[src/rtl/atomu_pkg.sv]
package atomu_pkg;

    localparam int OP_W = 3;

    typedef enum logic [OP_W-1:0] {
        OP_LOAD  = 3'd0,
        OP_STORE = 3'd1,
        OP_TAS   = 3'd2,
        OP_SWAP  = 3'd3,
        OP_CAS   = 3'd4,
        OP_FINC  = 3'd5
    } op_e;

    typedef struct packed {
        logic wr;
        logic flag;
    } rmw_ctl_t;

    function automatic logic op_has_flag(op_e op);
        return op == OP_CAS;
    endfunction

endpackage

[src/rtl/rr_arbiter.sv]
module rr_arbiter #(
    parameter int N    = 3,
    parameter int ID_W = $clog2(N)
) (
    input  logic            clk,
    input  logic            rst,
    input  logic [N-1:0]    valid,
    output logic [N-1:0]    grant,
    output logic [ID_W-1:0] gidx
);
    logic [ID_W-1:0] last;
    logic [N-1:0]    prev_gnt;

    always_comb begin
        logic found;
        found = 1'b0;
        grant = '0;
        gidx  = '0;
        for (int off = 1; off <= N; off++) begin
            int c;
            c = (int'(last) + off) % N;
            if (!found && valid[c]) begin
                found    = 1'b1;
                grant[c] = 1'b1;
                gidx     = c[ID_W-1:0];
            end
        end
    end

    always_ff @(posedge clk) begin
        if (rst) begin
            last     <= ID_W'(N - 1);
            prev_gnt <= '0;
        end else begin
            prev_gnt <= grant;
            if (|valid) last <= gidx;
        end
    end

    assert_onehot_grant_R8: assert property (@(posedge clk) disable iff (rst)
        $onehot0(grant));
    assert_grant_needs_valid_R8: assert property (@(posedge clk) disable iff (rst)
        (grant & ~valid) == '0);
    assert_no_repeat_when_others_wait_R8: assert property (@(posedge clk) disable iff (rst)
        (grant != '0 && grant == prev_gnt) |-> ((valid & ~grant) == '0));
endmodule

[src/rtl/rmw_alu.sv]
module rmw_alu
    import atomu_pkg::*;
#(
    parameter int DW = 16
) (
    input  op_e           op,
    input  logic [DW-1:0] old_val,
    input  logic [DW-1:0] wdata,
    input  logic [DW-1:0] cmp,
    output logic [DW-1:0] new_val,
    output rmw_ctl_t      ctl
);
    always_comb begin
        new_val  = old_val;
        ctl.wr   = 1'b0;
        ctl.flag = 1'b0;
        case (op)
            OP_STORE, OP_SWAP: begin
                new_val = wdata;
                ctl.wr  = 1'b1;
            end
            OP_TAS: begin
                new_val = DW'(1);
                ctl.wr  = 1'b1;
            end
            OP_CAS: begin
                ctl.flag = (old_val == cmp);
                ctl.wr   = ctl.flag;
                new_val  = wdata;
            end
            OP_FINC: begin
                new_val = old_val + DW'(1);
                ctl.wr  = 1'b1;
            end
            default: ;
        endcase
    end
endmodule

[src/rtl/word_store.sv]
module word_store #(
    parameter int DW = 16,
    parameter int AW = 4
) (
    input  logic          clk,
    input  logic          rst,
    input  logic [AW-1:0] addr,
    output logic [DW-1:0] rdata,
    input  logic          we,
    input  logic [DW-1:0] wdata
);
    localparam int DEPTH = 1 << AW;

    logic [DW-1:0] mem [DEPTH];

    assign rdata = mem[addr];

    always_ff @(posedge clk) begin
        if (rst) begin
            for (int i = 0; i < DEPTH; i++) mem[i] <= '0;
        end else if (we) begin
            mem[addr] <= wdata;
        end
    end

    assert_write_lands_R3: assert property (@(posedge clk) disable iff (rst)
        we |=> mem[$past(addr)] == $past(wdata));
endmodule

[src/rtl/atomic_rmw_unit.sv]
module atomic_rmw_unit
    import atomu_pkg::*;
#(
    parameter int N_REQ  = 3,
    parameter int DATA_W = 16,
    parameter int ADDR_W = 4,
    localparam int ID_W  = $clog2(N_REQ)
) (
    input  logic                     clk,
    input  logic                     rst,
    input  logic [N_REQ-1:0]         req_valid,
    output logic [N_REQ-1:0]         req_ready,
    input  logic [N_REQ*OP_W-1:0]    req_op,
    input  logic [N_REQ*ADDR_W-1:0]  req_addr,
    input  logic [N_REQ*DATA_W-1:0]  req_wdata,
    input  logic [N_REQ*DATA_W-1:0]  req_cmp,
    output logic                     rsp_valid,
    output logic [ID_W-1:0]          rsp_id,
    output logic [DATA_W-1:0]        rsp_old,
    output logic                     rsp_flag
);
    logic [ID_W-1:0]   gidx;
    logic              any_gnt;
    op_e               sel_op;
    logic [ADDR_W-1:0] sel_addr;
    logic [DATA_W-1:0] sel_wdata, sel_cmp, old_val, new_val;
    rmw_ctl_t          ctl;
    op_e               rsp_op_q;

    rr_arbiter #(.N(N_REQ), .ID_W(ID_W)) i_arb (
        .clk(clk), .rst(rst), .valid(req_valid), .grant(req_ready), .gidx(gidx)
    );

    assign any_gnt   = |req_ready;
    assign sel_op    = op_e'(req_op[gidx*OP_W +: OP_W]);
    assign sel_addr  = req_addr[gidx*ADDR_W +: ADDR_W];
    assign sel_wdata = req_wdata[gidx*DATA_W +: DATA_W];
    assign sel_cmp   = req_cmp[gidx*DATA_W +: DATA_W];

    word_store #(.DW(DATA_W), .AW(ADDR_W)) i_store (
        .clk(clk), .rst(rst), .addr(sel_addr), .rdata(old_val),
        .we(any_gnt && ctl.wr), .wdata(new_val)
    );

    rmw_alu #(.DW(DATA_W)) i_alu (
        .op(sel_op), .old_val(old_val), .wdata(sel_wdata), .cmp(sel_cmp),
        .new_val(new_val), .ctl(ctl)
    );

    always_ff @(posedge clk) begin
        if (rst) begin
            rsp_valid <= 1'b0;
            rsp_id    <= '0;
            rsp_old   <= '0;
            rsp_flag  <= 1'b0;
            rsp_op_q  <= OP_LOAD;
        end else begin
            rsp_valid <= any_gnt;
            if (any_gnt) begin
                rsp_id   <= gidx;
                rsp_old  <= old_val;
                rsp_flag <= ctl.flag;
                rsp_op_q <= sel_op;
            end
        end
    end

    assert_rsp_follows_grant_R9: assert property (@(posedge clk) disable iff (rst)
        any_gnt |=> rsp_valid);
    assert_rsp_id_matches_R9: assert property (@(posedge clk) disable iff (rst)
        any_gnt |=> rsp_id == $past(gidx));
    assert_flag_only_cas_R6: assert property (@(posedge clk) disable iff (rst)
        (rsp_valid && rsp_flag) |-> op_has_flag(rsp_op_q));
endmodule

[config.mk]
export PLATFORM = sky130hd
export DESIGN_NAME = atomic_rmw_unit
export DESIGN_NICKNAME = d
export VERILOG_FILES = /design/src/rtl/atomu_pkg.sv /design/src/rtl/rr_arbiter.sv /design/src/rtl/rmw_alu.sv /design/src/rtl/word_store.sv /design/src/rtl/atomic_rmw_unit.sv
export SDC_FILE = /design/constraint.sdc
export NUM_CORES = 1
export LEC_CHECK = 0
export ABC_AREA = 0
export CAP_MARGIN = 20
export CELL_PAD_IN_SITES_DETAIL_PLACEMENT = 1
export CELL_PAD_IN_SITES_GLOBAL_PLACEMENT = 2
export CORE_MARGIN = 4
export CORE_UTILIZATION = 43
export DETAILED_ROUTE_END_ITERATION = 10
export GPL_TIMING_DRIVEN = 0
export PLACE_DENSITY_LB_ADDON = 0.2
export SETUP_SLACK_MARGIN = 0.5
export SYNTH_ARGS = -nofsm -noshare
export SYNTH_HDL_FRONTEND = slang
export SYNTH_HIERARCHICAL = 1
export SYNTH_SLANG_ARGS = --single-unit
[constraint.sdc]
create_clock -name clk -period 19.43 [get_ports clk]
set_input_delay 3.886 -clock clk [delete_from_list [all_inputs] [get_ports clk]]
set_output_delay 3.886 -clock clk [all_outputs]
set_load 0.02 [all_outputs]
==> key figures, run 1 <==
Status
  • Status: finished clean

Logic synthesis
  • Yosys warning total: 6
  • Mapped cell area: 0.0149 mm2
  • Ys flop type: edfxtp_1
  • Async S/R FF share, synth: 0
  • Synth Area in Simple Gates: 0.180
  • Synth unique cells: 68
  • Post-synth net total: 1,271
  • Seq/Total Area, Yosys: 0.547
  • Synth Area in XOR/XNOR: 0.00943
  • Mux cell area share after synthesis: 0.139
  • Synthesized area per cell: 13.0 um2
  • Adder-cell share of the synthesized area: 0.00421
  • Largest family of logic cells by synthesized area: simple AND/OR/NAND/NOR gates
  • Compound-gate portion of the synthesized area: 0.0863
  • Number of synthesized flops with an enable pin: 256
  • Syn Inst Count: 1,144
  • FF+latch count, synth: 278

Route
  • Via-to-Cell Ratio: 5.55
  • Final wirelength: 41,500 um
  • Detail Route Antenna Nets: 0
  • # DRC: 0
  • Starting DRC count in detailed routing: 460
  • Routed WL per cell: 23.1 um
  • Via count: 9,949
  • Detailed Routing Iterations Pass 1: 5

Clock tree
  • CTS Hold Bufs: 0
  • Post-cts resize count: 0
  • CTS root buf: clkbuf_16
  • # H-tree levels: 1
  • CTS sink count: 278
  • Total CTS buffers: 30
  • Clock buffer depth: 3
  • Skew-Pair Late Insertion Delay: 0.56 ns
  • CTS tree: yes
  • Post CTS Setup Buffer Count: 0
  • Clk pin slew, worst setup/hold paths: 0.06 ns

Critical path
  • Critical R2R Capture: i_store/mem[0][6]
  • Worst R2R Path Depth: 23
  • R2R Setup Slk: 10.89 ns
  • Kind of critical path: in2reg
  • Startpoint Class: input port
  • CP bufs+invs: 5
  • CP required: 19.63 ns
  • Top delay family on crit path: simple AND/OR/NAND/NOR gates
  • Worst Path Max Fanout: 16
  • FF-to-FF Start: i_arb/last[0]
  • Max incr delay on CP: 0.80 ns
  • Crit path capture type: register
  • Critical path cell sequence: clkdlybuf4s50_1 > nand2b_1 > a21boi_0 > o41ai_2 > nor2b_1 > clkbuf_1 > o2bb2ai_1 > buf_2 > clkbuf_1 > mux4_2 > a22oi_1 > nand2_1 > buf_2 > xor2_1 > nor4_1 > nand4_1 > nor4_2 > a21o_1 > nor2b_1 > or4b_4 > nor3_4 > or2_2
  • CP max-delay cell: o41ai_2
  • Crit. Startpoint: req_valid[1]
  • Critical path data arrival time: 11.76 ns

Worst hold path
  • Worst Hold Launch: i_arb/last[1]
  • Hold path cells: 1
  • Endpoint of the worst hold path: i_arb/last[1]
  • Hold Crit Class: reg2reg

Cells and area
  • Layout area overhead: 20.5%
  • Final Core Density: 0.530
  • Ant. Diodes: 0
  • Nets: 1,447
  • Share of post-route cells with drive strength above 1: 0.142

STA
  • Final hold viol count: 0
  • RSZ-0062 raised after global routing: false
  • Final Skew: 0.0199 ns
  • Setup tns final: 0 ns
  • Setup violators final: 0
  • Slew headroom: 0.394
  • Tmin final: 11.56 ns
  • Final Max Tran Viols: 0
  • Peak Freq: 86.5 MHz
  • Slew @ Worst Pin: 0.899 ns
  • Period utilization: 0.595

Floorplan
  • Site row count: 67
  • Die ar.: 0.0376 mm2
  • # IOs: 145
  • Placeable Area: 0.0338 mm2
  • Initial cell density of the core: 0.440
  • Die width: 194 um
  • Die Y-Extent: 194 um

GRT
  • Initial antenna violation count: 1
  • All-Layer GR Usage: 0.219
  • Largest net degree at the start of global routing: 17
  • Number of global-route vias before repair: 10.9k
  • First-pass GRT wire length: 65,200 um
  • GR Overflow Total: 0

Placed design
  • Placer Congestion: 0.835
  • IO buf count: 143
  • HPWL Detailed: 32,400 um

Pwr
  • Power Density: 116 mW/mm2
  • Leak: 6.44 nW
  • Max rail drop VDD: 0.0790 mV

Job
  • Maxcap violations: 0
==> area by class of cell <==
cell class	count	area (um2)
fillers	3415	15900
flip-flops and latches	278	8130
multi-input cells	750	6230
repair buffers	144	1440
clock buffers	36	773
well taps	448	561
plain buffers	104	465
clock inverters	20	267
inverters	12	45.0
==> cells in the mapped netlist, drive strengths merged (9+ instances only) <==
master / number / area (um2)
edfxtp: 256 / 7690
clkbuf: 67 / 255
or2: 18 / 113
inv: 12 / 45.0
o2bb2ai: 39 / 342
mux4: 64 / 1440
o21ai: 11 / 55.1
or4b: 20 / 204
nor3: 9 / 77.6
nor2b: 9 / 56.3
mux2i: 56 / 561
nor2: 35 / 156
a22oi: 34 / 255
and2: 260 / 1630
nand2: 41 / 154
xnor2: 12 / 105
buf: 37 / 210
dfxtp: 22 / 440
nand3: 9 / 50.1
o31ai: 20 / 150
a21oi: 26 / 130
==> worst max path at each step <==
stage                                      to  slack, ns  depth (start not counted)
final                       i_store/mem[0][6]       7.87                         22
after detailed placement  i_store/mem[12][10]       7.18                         21
after global routing      i_store/mem[12][15]       7.26                         22
after CTS                 i_store/mem[12][14]       7.77                         21
after floorplan             i_store/mem[0][0]       9.94                         22
after global placement      i_store/mem[0][8]       6.65                         21
==> metrics by stage <==
stage	hold slack [ns]	instances	area (um2)	setup WS, ns	power [mW]
after CTS	0.545	1792	17900	7.77	2.10
after detailed placement	0.530	1736	16900	7.18	1.50
after floorplan	0.490	1144	14900	9.94	1.21
after global placement	0.518	1735	16900	6.65	1.48
final	0.534	1792	17900	7.87	2.08
after global routing	0.585	1792	17900	7.26	2.20
==> cell usage in the layout, fill, tap and decap left out, types with 4 or more instances in the layout <==
| cell | instances |
|---|---|
| and2_1 | 260 |
| edfxtp_1 | 256 |
| clkdlybuf4s50_1 | 143 |
| clkbuf_1 | 70 |
| mux4_2 | 64 |
| mux2i_1 | 56 |
| nand2_1 | 41 |
| o2bb2ai_1 | 39 |
| a22oi_1 | 34 |
| nor2_1 | 31 |
| clkbuf_16 | 30 |
| buf_2 | 28 |
| a21oi_1 | 26 |
| dfxtp_1 | 22 |
| o31ai_1 | 20 |
| or4b_1 | 19 |
| or2_2 | 18 |
| inv_1 | 12 |
| xnor2_1 | 12 |
| o21ai_0 | 11 |
| nor2b_1 | 9 |
| nand3_1 | 8 |
| nand4_1 | 7 |
| a31oi_1 | 7 |
| buf_4 | 6 |
| bufinv_16 | 6 |
| mux2_2 | 6 |
| o22ai_1 | 6 |
| nand2b_1 | 6 |
| nor3_1 | 5 |
| clkinv_1 | 5 |
| ha_1 | 5 |
| clkinv_2 | 4 |
| and3_1 | 4 |
| xor2_1 | 4 |
==> routing by layer <==
layer	vias to the layer above	track usage	share of wire
met1	4959	0.276	0.42
met3	73	0.0381	0.050
met2	245	0.390	0.50
li1	4670	-	-
met4	2	0.0604	0.029
met5	-	0	0.00031
==> sequential cells by signal, indices dropped and copies added (netlist names) <==
name         cells
i_store/mem    256
rsp_old         16
i_arb/last       2
rsp_id           2
rsp_flag         1
rsp_valid        1
==> cells by family after synthesis <==
kind of cell               count (synthesis)
AOI/OAI and AO/OA                        172
xor gates and xnor gates                  16
adders and majority gates                  5
buffers and inverters                    116
DFF                                      278
muxes                                    126
and+or+nand+nor                          431
==> where the power goes <==
part	switching [mW]	internal [mW]	total, mW	leakage [nW]
clock	0.233	0.363	0.596	0.497
combinational	0.489	0.281	0.769	3.12
sequential	0.0162	0.700	0.716	2.83
Note: power is estimated with default switching activity, not from simulation.
==> run 2, diff against run 1 <==
Settings changed: CORE_UTILIZATION 43 to 40.
Clock period 19.43 ns to 11.04 ns, I/O delays scaled along.
==> run 2 against run 1 <==
Effect of this change:
- count of clock-buffer cells in the layout unchanged
- die area up 7.2%
- sequential share of layout area down 0.082 points
- critical endpoint is now i_store/mem[0][12]
==> key figures, run 2 (synthesis gave the netlist of run 1 again) <==
Placed design
  • HPWL Detailed: 32,700 um (was 32,400 um)
  • IO buf count: 143 (unchanged)
  • Placer Congestion: 0.847 (was 0.835)
  • Placed cells: 1,757 (was 1,736)
  • Placed cell areas: 0.0169 mm2 (about the same)

Cells and area
  • Most common cell after layout, fill and taps aside: and2_1 (unchanged)
  • Biggest register: i_store/mem (unchanged)
  • Number of flip-flops in the largest register: 256 (unchanged)
  • Fillers: 3,764 (was 3,415)
  • Ant. Diodes: 0 (unchanged)
  • Non-Filler Instances: 1,812 (was 1,792)
  • Nets: 1,448 (was 1,447)
  • Post-route design area: 0.0179 mm2 (about the same)
  • Share of post-route cells with drive strength above 1: 0.144 (was 0.142)
  • Layout area overhead: 20.7% (was 20.5%)
  • Most frequent cells in the layout: 260 x and2_1, 256 x edfxtp_1, 143 x clkdlybuf4s50_1, 70 x clkbuf_1, 64 x mux4_2 (unchanged)
  • Regs by FF count: i_store/mem x256, rsp_old x16 (unchanged)

Clock tree
  • CTS tree: yes (unchanged)
  • Clk pin slew, worst setup/hold paths: 0.06 ns (about the same)
  • Clock buffer depth: 3 (unchanged)
  • CTS sink count: 278 (unchanged)
  • Post-cts resize count: 0 (unchanged)
  • Skew-Pair Late Insertion Delay: 0.58 ns (was 0.56 ns)
  • Total CTS buffers: 30 (unchanged)
  • # H-tree levels: 1 (unchanged)
  • CTS root buf: clkbuf_16 (unchanged)
  • Post CTS Setup Buffer Count: 0 (unchanged)
  • CTS Hold Bufs: 0 (unchanged)

GRT
  • First-pass GRT wire length: 63,600 um (was 65,200 um)
  • Initial antenna violation count: 0 (was 1)
  • All-Layer GR Usage: 0.200 (was 0.219)
  • Largest net degree at the start of global routing: 17 (unchanged)
  • GR Overflow Total: 0 (unchanged)
  • Number of global-route vias before repair: 10.5k (was 10.9k)

STA
  • Final hold viol count: 0 (unchanged)
  • RSZ-0062 raised after global routing: false (unchanged)
  • Final Max Tran Viols: 0 (unchanged)
  • Slew headroom: 0.340 (was 0.394)
  • Setup violators final: 0 (unchanged)
  • Slew @ Worst Pin: 0.990 ns (was 0.899 ns)
  • Tmin final: 9.91 ns
  • Final Skew: 0.0311 ns (was 0.0199 ns)
  • Period utilization: 0.898
  • Peak Freq: 101 MHz

Pwr
  • Combinational group share of total power: 0.372 (was 0.370)
  • Share of total power in sequential cells: 0.344 (about the same)
  • Max rail drop VDD: 0.176 mV (was 0.0790 mV)
  • Clock network fraction of total power: 0.284 (was 0.286)
  • Leak: 6.44 nW (about the same)
  • P_sw: 1.32 mW (was 0.738 mW)
  • Switching part of the total: 0.359 (was 0.354)
  • Power Density: 204 mW/mm2 (was 116 mW/mm2)
  • Pint: 2.35 mW (was 1.34 mW)

Route
  • Detailed Routing Iterations Pass 1: 5 (unchanged)
  • Starting DRC count in detailed routing: 453 (was 460)
  • DRT met1 WL: 17,900 um (was 17,300 um)
  • Final wirelength: 41,500 um (about the same)
  • Via-to-Cell Ratio: 5.47 (was 5.55)
  • Wire length on met2: 20,900 um (about the same)
  • WL met3: 1760 um (was 2090 um)
  • Top layer in use: met4 (was met5)
  • Detail Route Antenna Nets: 0 (unchanged)
  • Via count: 9,918 (was 9,949)
  • # DRC: 0 (unchanged)
  • Routed WL per cell: 22.9 um (was 23.1 um)

Floorplan
  • Placeable Area: 0.0366 mm2 (was 0.0338 mm2)
  • # IOs: 145 (unchanged)
  • Die width: 201 um (was 194 um)
  • Die ar.: 0.0403 mm2 (was 0.0376 mm2)
  • Initial cell density of the core: 0.406 (was 0.440)
  • Site row count: 70 (was 67)
  • Die Y-Extent: 201 um (was 194 um)

Worst hold path
  • Worst Hold Launch: i_arb/last[1] (unchanged)
  • Hold Crit Class: reg2reg (unchanged)

Critical path
  • Kind of critical path: in2reg (unchanged)
  • Crit path capture type: register (unchanged)
  • Critical path data arrival time: 10.11 ns (was 11.76 ns)
  • Worst Path Max Fanout: 16 (unchanged)
  • Crit. Startpoint: req_valid[1] (unchanged)
  • FF-to-FF Start: i_arb/last[0] (unchanged)
  • Startpoint Class: input port (unchanged)
  • CP required: 11.24 ns (was 19.63 ns)

Status
  • Status: finished clean (unchanged)

Job
  • Maxcap violations: 0 (unchanged)
run 2: area by class of cell:
class	instances	area, um2	area share
sequential	278	8130	0.453
multi-input combinational	750	6230	0.347
timing repair buffer	145	1440	0.0805
clock buffer	36	773	0.0431
tap	468	586	0.0326
buffer	104	465	0.0259
clock inverter	19	267	0.0149
inverter	12	45.0	0.00251
run 2: metrics by stage:
| step | setup slack (ns) | util | TNS, ns | hold WS, ns | power [mW] |
|---|---|---|---|---|---|
| 2_1_floorplan | 3.23 | - | 0 | 0.490 | 2.13 |
| 5_1_grt | 0.707 | 0.490 | 0 | 0.577 | 3.87 |
| 6_report | 1.13 | 0.490 | 0 | 0.533 | 3.66 |
| 3_3_place_gp | -0.246 | 0.461 | -20.68 | 0.510 | 2.62 |
| 4_1_cts | 1.19 | 0.490 | 0 | 0.543 | 3.71 |
| 3_5_place_dp | 0.597 | 0.462 | 0 | 0.528 | 2.65 |
run 2: critical path, cell delays in order:
cell and delay (ns):
clkdlybuf4s50_1 0.66, nand2b_1 0.15, a21boi_0 0.34, or4_4 0.22
nand2_1 0.05, buf_2 0.18, nor2b_1 0.22, clkbuf_1 0.37
o2bb2ai_1 0.15, buf_2 0.27, clkbuf_1 0.74, mux4_2 0.44
a22oi_1 0.41, nand2_1 0.40, xor2_1 0.28, nor4_1 0.30
nand4_1 0.15, nor4_2 0.53, a21o_1 0.13, nor2b_1 0.46
or4b_4 0.61, nor3_4 0.34, or2_2 0.47
run 2: routing by layer:
| layer | GRT usage | up-vias |
|---|---|---|
| li1 | - | 4670 |
| met1 | 0.260 | 4954 |
| met2 | 0.358 | 249 |
| met3 | 0.0312 | 45 |
| met4 | 0.0406 | 0 |
| met5 | 0 | - |
run 2: final timing paths:
check,end,slack (ns),cells after the start
setup / recovery,i_store/mem[0][12],1.13,23
hold / removal,i_arb/last[1],0.53,1
setup reg to reg,i_store/mem[0][12],2.50,24
hold reg to reg,i_arb/last[1],0.53,1
run 2: power groups by stage:
| stage | combinational [mW] | sequential (mW) | clock (mW) |
|---|---|---|---|
| after floorplan | 0.841 | 1.29 | 0 |
| after global placement | 1.34 | 1.28 | 0 |
| after detailed placement | 1.37 | 1.28 | 0 |
| after CTS | 1.37 | 1.26 | 1.07 |
| after global routing | 1.48 | 1.27 | 1.12 |
| final | 1.36 | 1.26 | 1.04 |
==> run 3, diff against run 2 <==
Settings changed: RECOVER_POWER from default to 25.
==> run 3 against run 2 <==
Effect of this change:
- cell count stayed put
- non-clock buffer count stayed put
- first-iteration DRC count is 6.4% higher
- count of clock-buffer cells in the layout stayed put
- critical path type unchanged
- clock skew is 0.0016 ns lower
- setup slack worse by 0.40 ns
- final area hardly changed
- die area stayed put
- critical path depth stayed put
- utilization hardly changed
- highest routed layer unchanged
- combinational power hardly changed
- fmax is 3.9% lower
==> key figures, run 3 (synthesis gave the netlist of run 1 again) <==
Clock tree
  • Clock buffer depth: 3 (unchanged)
  • CTS root buf: clkbuf_16 (unchanged)
  • CTS sink count: 278 (unchanged)
  • Post CTS Setup Buffer Count: 0 (unchanged)
  • Post-cts resize count: 0 (unchanged)
  • Total CTS buffers: 30 (unchanged)
  • Clk pin slew, worst setup/hold paths: 0.06 ns (about the same)
  • CTS Hold Bufs: 0 (unchanged)
  • # H-tree levels: 1 (unchanged)
  • CTS tree: yes (unchanged)
  • Skew-Pair Late Insertion Delay: 0.58 ns (about the same)

STA
  • Slew @ Worst Pin: 1.01 ns (was 0.990 ns)
  • Period utilization: 0.934 (was 0.898)
  • Slew headroom: 0.326 (was 0.340)
  • Final hold viol count: 0 (unchanged)
  • Peak Freq: 97.0 MHz (was 101 MHz)
  • Final Max Tran Viols: 0 (unchanged)
  • Setup violators final: 0 (unchanged)
  • Tmin final: 10.31 ns (was 9.91 ns)
  • Final Skew: 0.0295 ns (was 0.0311 ns)
  • RSZ-0062 raised after global routing: false (unchanged)

Cells and area
  • Non-Filler Instances: 1,812 (unchanged)
  • Ant. Diodes: 0 (unchanged)
  • FF/Latch Area: 0.00813 mm2 (unchanged)
  • Area of the multi-input gates: 0.00623 mm2 (about the same)
  • Share of post-route cells with drive strength above 1: 0.141 (was 0.144)
  • Regs by FF count: i_store/mem x256, rsp_old x16 (unchanged)
  • Biggest register: i_store/mem (unchanged)
  • Number of flip-flops in the largest register: 256 (unchanged)
  • Most frequent cells in the layout: 256 x edfxtp_1, 206 x and2_1, 119 x clkdlybuf4s50_1, 72 x clkbuf_1, 64 x mux4_2 (was 260 x and2_1, 256 x edfxtp_1, 143 x clkdlybuf4s50_1, 70 x clkbuf_1, 64 x mux4_2)
  • Nets: 1,448 (unchanged)
  • Post-route design area: 0.0179 mm2 (about the same)
  • Most common cell after layout, fill and taps aside: edfxtp_1 (was and2_1)
  • Layout area overhead: 20.6% (was 20.7%)
  • Fillers: 3,763 (was 3,764)

Status
  • Status: finished clean (unchanged)

GRT
  • GRT met1 Usage: 0.260 (unchanged)
  • Met2 Use GR: 0.358 (unchanged)
  • Layer with the highest usage: met2 (unchanged)
  • GR Overflow Total: 0 (unchanged)
  • Met3 GRT Util: 0.0312 (unchanged)
  • Largest net degree at the start of global routing: 17 (unchanged)
  • Initial antenna violation count: 0 (unchanged)
  • Number of global-route vias before repair: 10.5k (unchanged)
  • First-pass GRT wire length: 63,600 um (unchanged)
  • All-Layer GR Usage: 0.200 (unchanged)

Critical path
  • CP required: 11.24 ns (about the same)
  • Startpoint Class: input port (unchanged)
  • Kind of critical path: in2reg (unchanged)
  • Critical path cell sequence: dlygate4sd3_1 > nand2_1 > a31oi_1 > or4_1 > nand2_1 > buf_2 > clkbuf_1 > mux2i_1 > o2bb2ai_1 > buf_2 > clkbuf_1 > mux4_2 > a22oi_1 > nand2_1 > xor2_1 > nor4_1 > nand4_1 > nor4_2 > a21o_1 > nor2b_1 > or4b_4 > nor3_4 > or2_2 (was clkdlybuf4s50_1 > nand2b_1 > a21boi_0 > or4_4 > nand2_1 > buf_2 > nor2b_1 > clkbuf_1 > o2bb2ai_1 > buf_2 > clkbuf_1 > mux4_2 > a22oi_1 > nand2_1 > xor2_1 > nor4_1 > nand4_1 > nor4_2 > a21o_1 > nor2b_1 > or4b_4 > nor3_4 > or2_2)
  • Critical path data arrival time: 10.51 ns (was 10.11 ns)
  • Most used cell, CP: nand2_1
  • Worst Path Max Fanout: 16 (unchanged)
  • Top delay family on crit path: simple AND/OR/NAND/NOR gates (unchanged)
  • Crit path capture type: register (unchanged)
  • CP bufs+invs: 5 (unchanged)
  • Max incr delay on CP: 0.73 ns (was 0.74 ns)
  • R2R Setup Slk: 2.14 ns (was 2.50 ns)
  • CP max-delay cell: clkbuf_1 (unchanged)

Placed design
  • Placed cell areas: 0.0169 mm2 (unchanged)
  • Placed cells: 1,757 (unchanged)
  • HPWL Detailed: 32,700 um (unchanged)
  • Placer Congestion: 0.847 (unchanged)
  • IO buf count: 143 (unchanged)

Pwr
  • Power Density: 204 mW/mm2 (about the same)
  • Max rail drop VDD: 0.175 mV (was 0.176 mV)
  • Leak: 6.44 nW (about the same)

Route
  • Via-to-Cell Ratio: 5.46 (was 5.47)
  • Detailed Routing Iterations Pass 1: 7 (was 5)
  • Starting DRC count in detailed routing: 482 (was 453)
  • # DRC: 0 (unchanged)
  • Final wirelength: 41,400 um (was 41,500 um)
  • Detail Route Antenna Nets: 0 (unchanged)
  • Via count: 9,898 (was 9,918)
  • Routed WL per cell: 22.9 um (about the same)

Floorplan
  • Die ar.: 0.0403 mm2 (unchanged)
  • Placeable Area: 0.0366 mm2 (unchanged)
  • Die Y-Extent: 201 um (unchanged)
  • Initial cell density of the core: 0.406 (unchanged)
  • Site row count: 70 (unchanged)
  • Die width: 201 um (unchanged)
  • # IOs: 145 (unchanged)

Worst hold path
  • Hold Crit Class: reg2reg (unchanged)

Job
  • Maxcap violations: 0 (unchanged)
==> run 3: cell types whose count changed in the layout (fill, tap and decap cells not counted), sizes merged <==
cell           change
clkdlybuf4s50     -24
buf                -2
dlygate4sd3       +24
clkbuf             +2
==> run 3: cell type report <==
class                           count  share of cell area
Sequential cell                   278               0.453
Multi-Input combinational cell    750               0.347
Timing Repair Buffer              145              0.0805
Clock buffer                       36              0.0431
Tap cell                          468              0.0327
Buffer                            104              0.0258
Clock inverter                     19              0.0149
Inverter                           12             0.00251
==> run 3: worst register-to-register path, cell delays in order (launching register included) <==
cell	delay, ns
dfxtp_1	0.37
inv_1	0.08
ha_1	0.27
clkbuf_1	0.32
a31oi_1	0.14
or4_1	0.59
nand2_1	0.10
buf_2	0.21
clkbuf_1	0.60
mux2i_1	0.17
o2bb2ai_1	0.15
buf_2	0.26
clkbuf_1	0.73
mux4_2	0.44
a22oi_1	0.41
nand2_1	0.40
xor2_1	0.28
nor4_1	0.30
nand4_1	0.15
nor4_2	0.52
a21o_1	0.13
nor2b_1	0.48
or4b_4	0.62
nor3_4	0.34
or2_2	0.47
==> run 3: final timing paths <==
check / start / depth (start not counted) / to
setup / recovery: req_valid[1] / 23 / i_store/mem[0][12]
hold / removal: i_arb/last[1] / 1 / i_arb/last[1]
setup reg to reg: i_arb/last[0] / 24 / i_store/mem[0][12]
hold reg to reg: i_arb/last[1] / 1 / i_arb/last[1]
==> run 3: metrics by stage <==
stage	setup TNS [ns]	power, mW	hold WS, ns	utilization	worst slack [ns]
floorplan	0	2.13	0.490	-	3.23
global placement	-20.68	2.62	0.510	0.461	-0.246
detailed placement	0	2.65	0.528	0.462	0.597
CTS	0	3.71	0.543	0.490	1.19
global route	0	3.86	0.577	0.490	0.393
finish	0	3.65	0.533	0.490	0.734
==> run 3: layer usage <==
layer  share of wire  wire length, um  up-vias
met2            0.51            20900      236
met1            0.43            17900     4943
met5               0                0        -
met3           0.042             1750       47
met4           0.020              847        0
li1                -                -     4672
==> run 3: power by group <==
group / internal (mW) / leakage, nW / total (mW) / switching, mW
clock network: 0.621 / 0.487 / 1.04 / 0.421
logic: 0.486 / 3.12 / 1.35 / 0.866
registers: 1.23 / 2.83 / 1.26 / 0.0267
total: 2.34 / 6.44 / 3.65 / 1.31
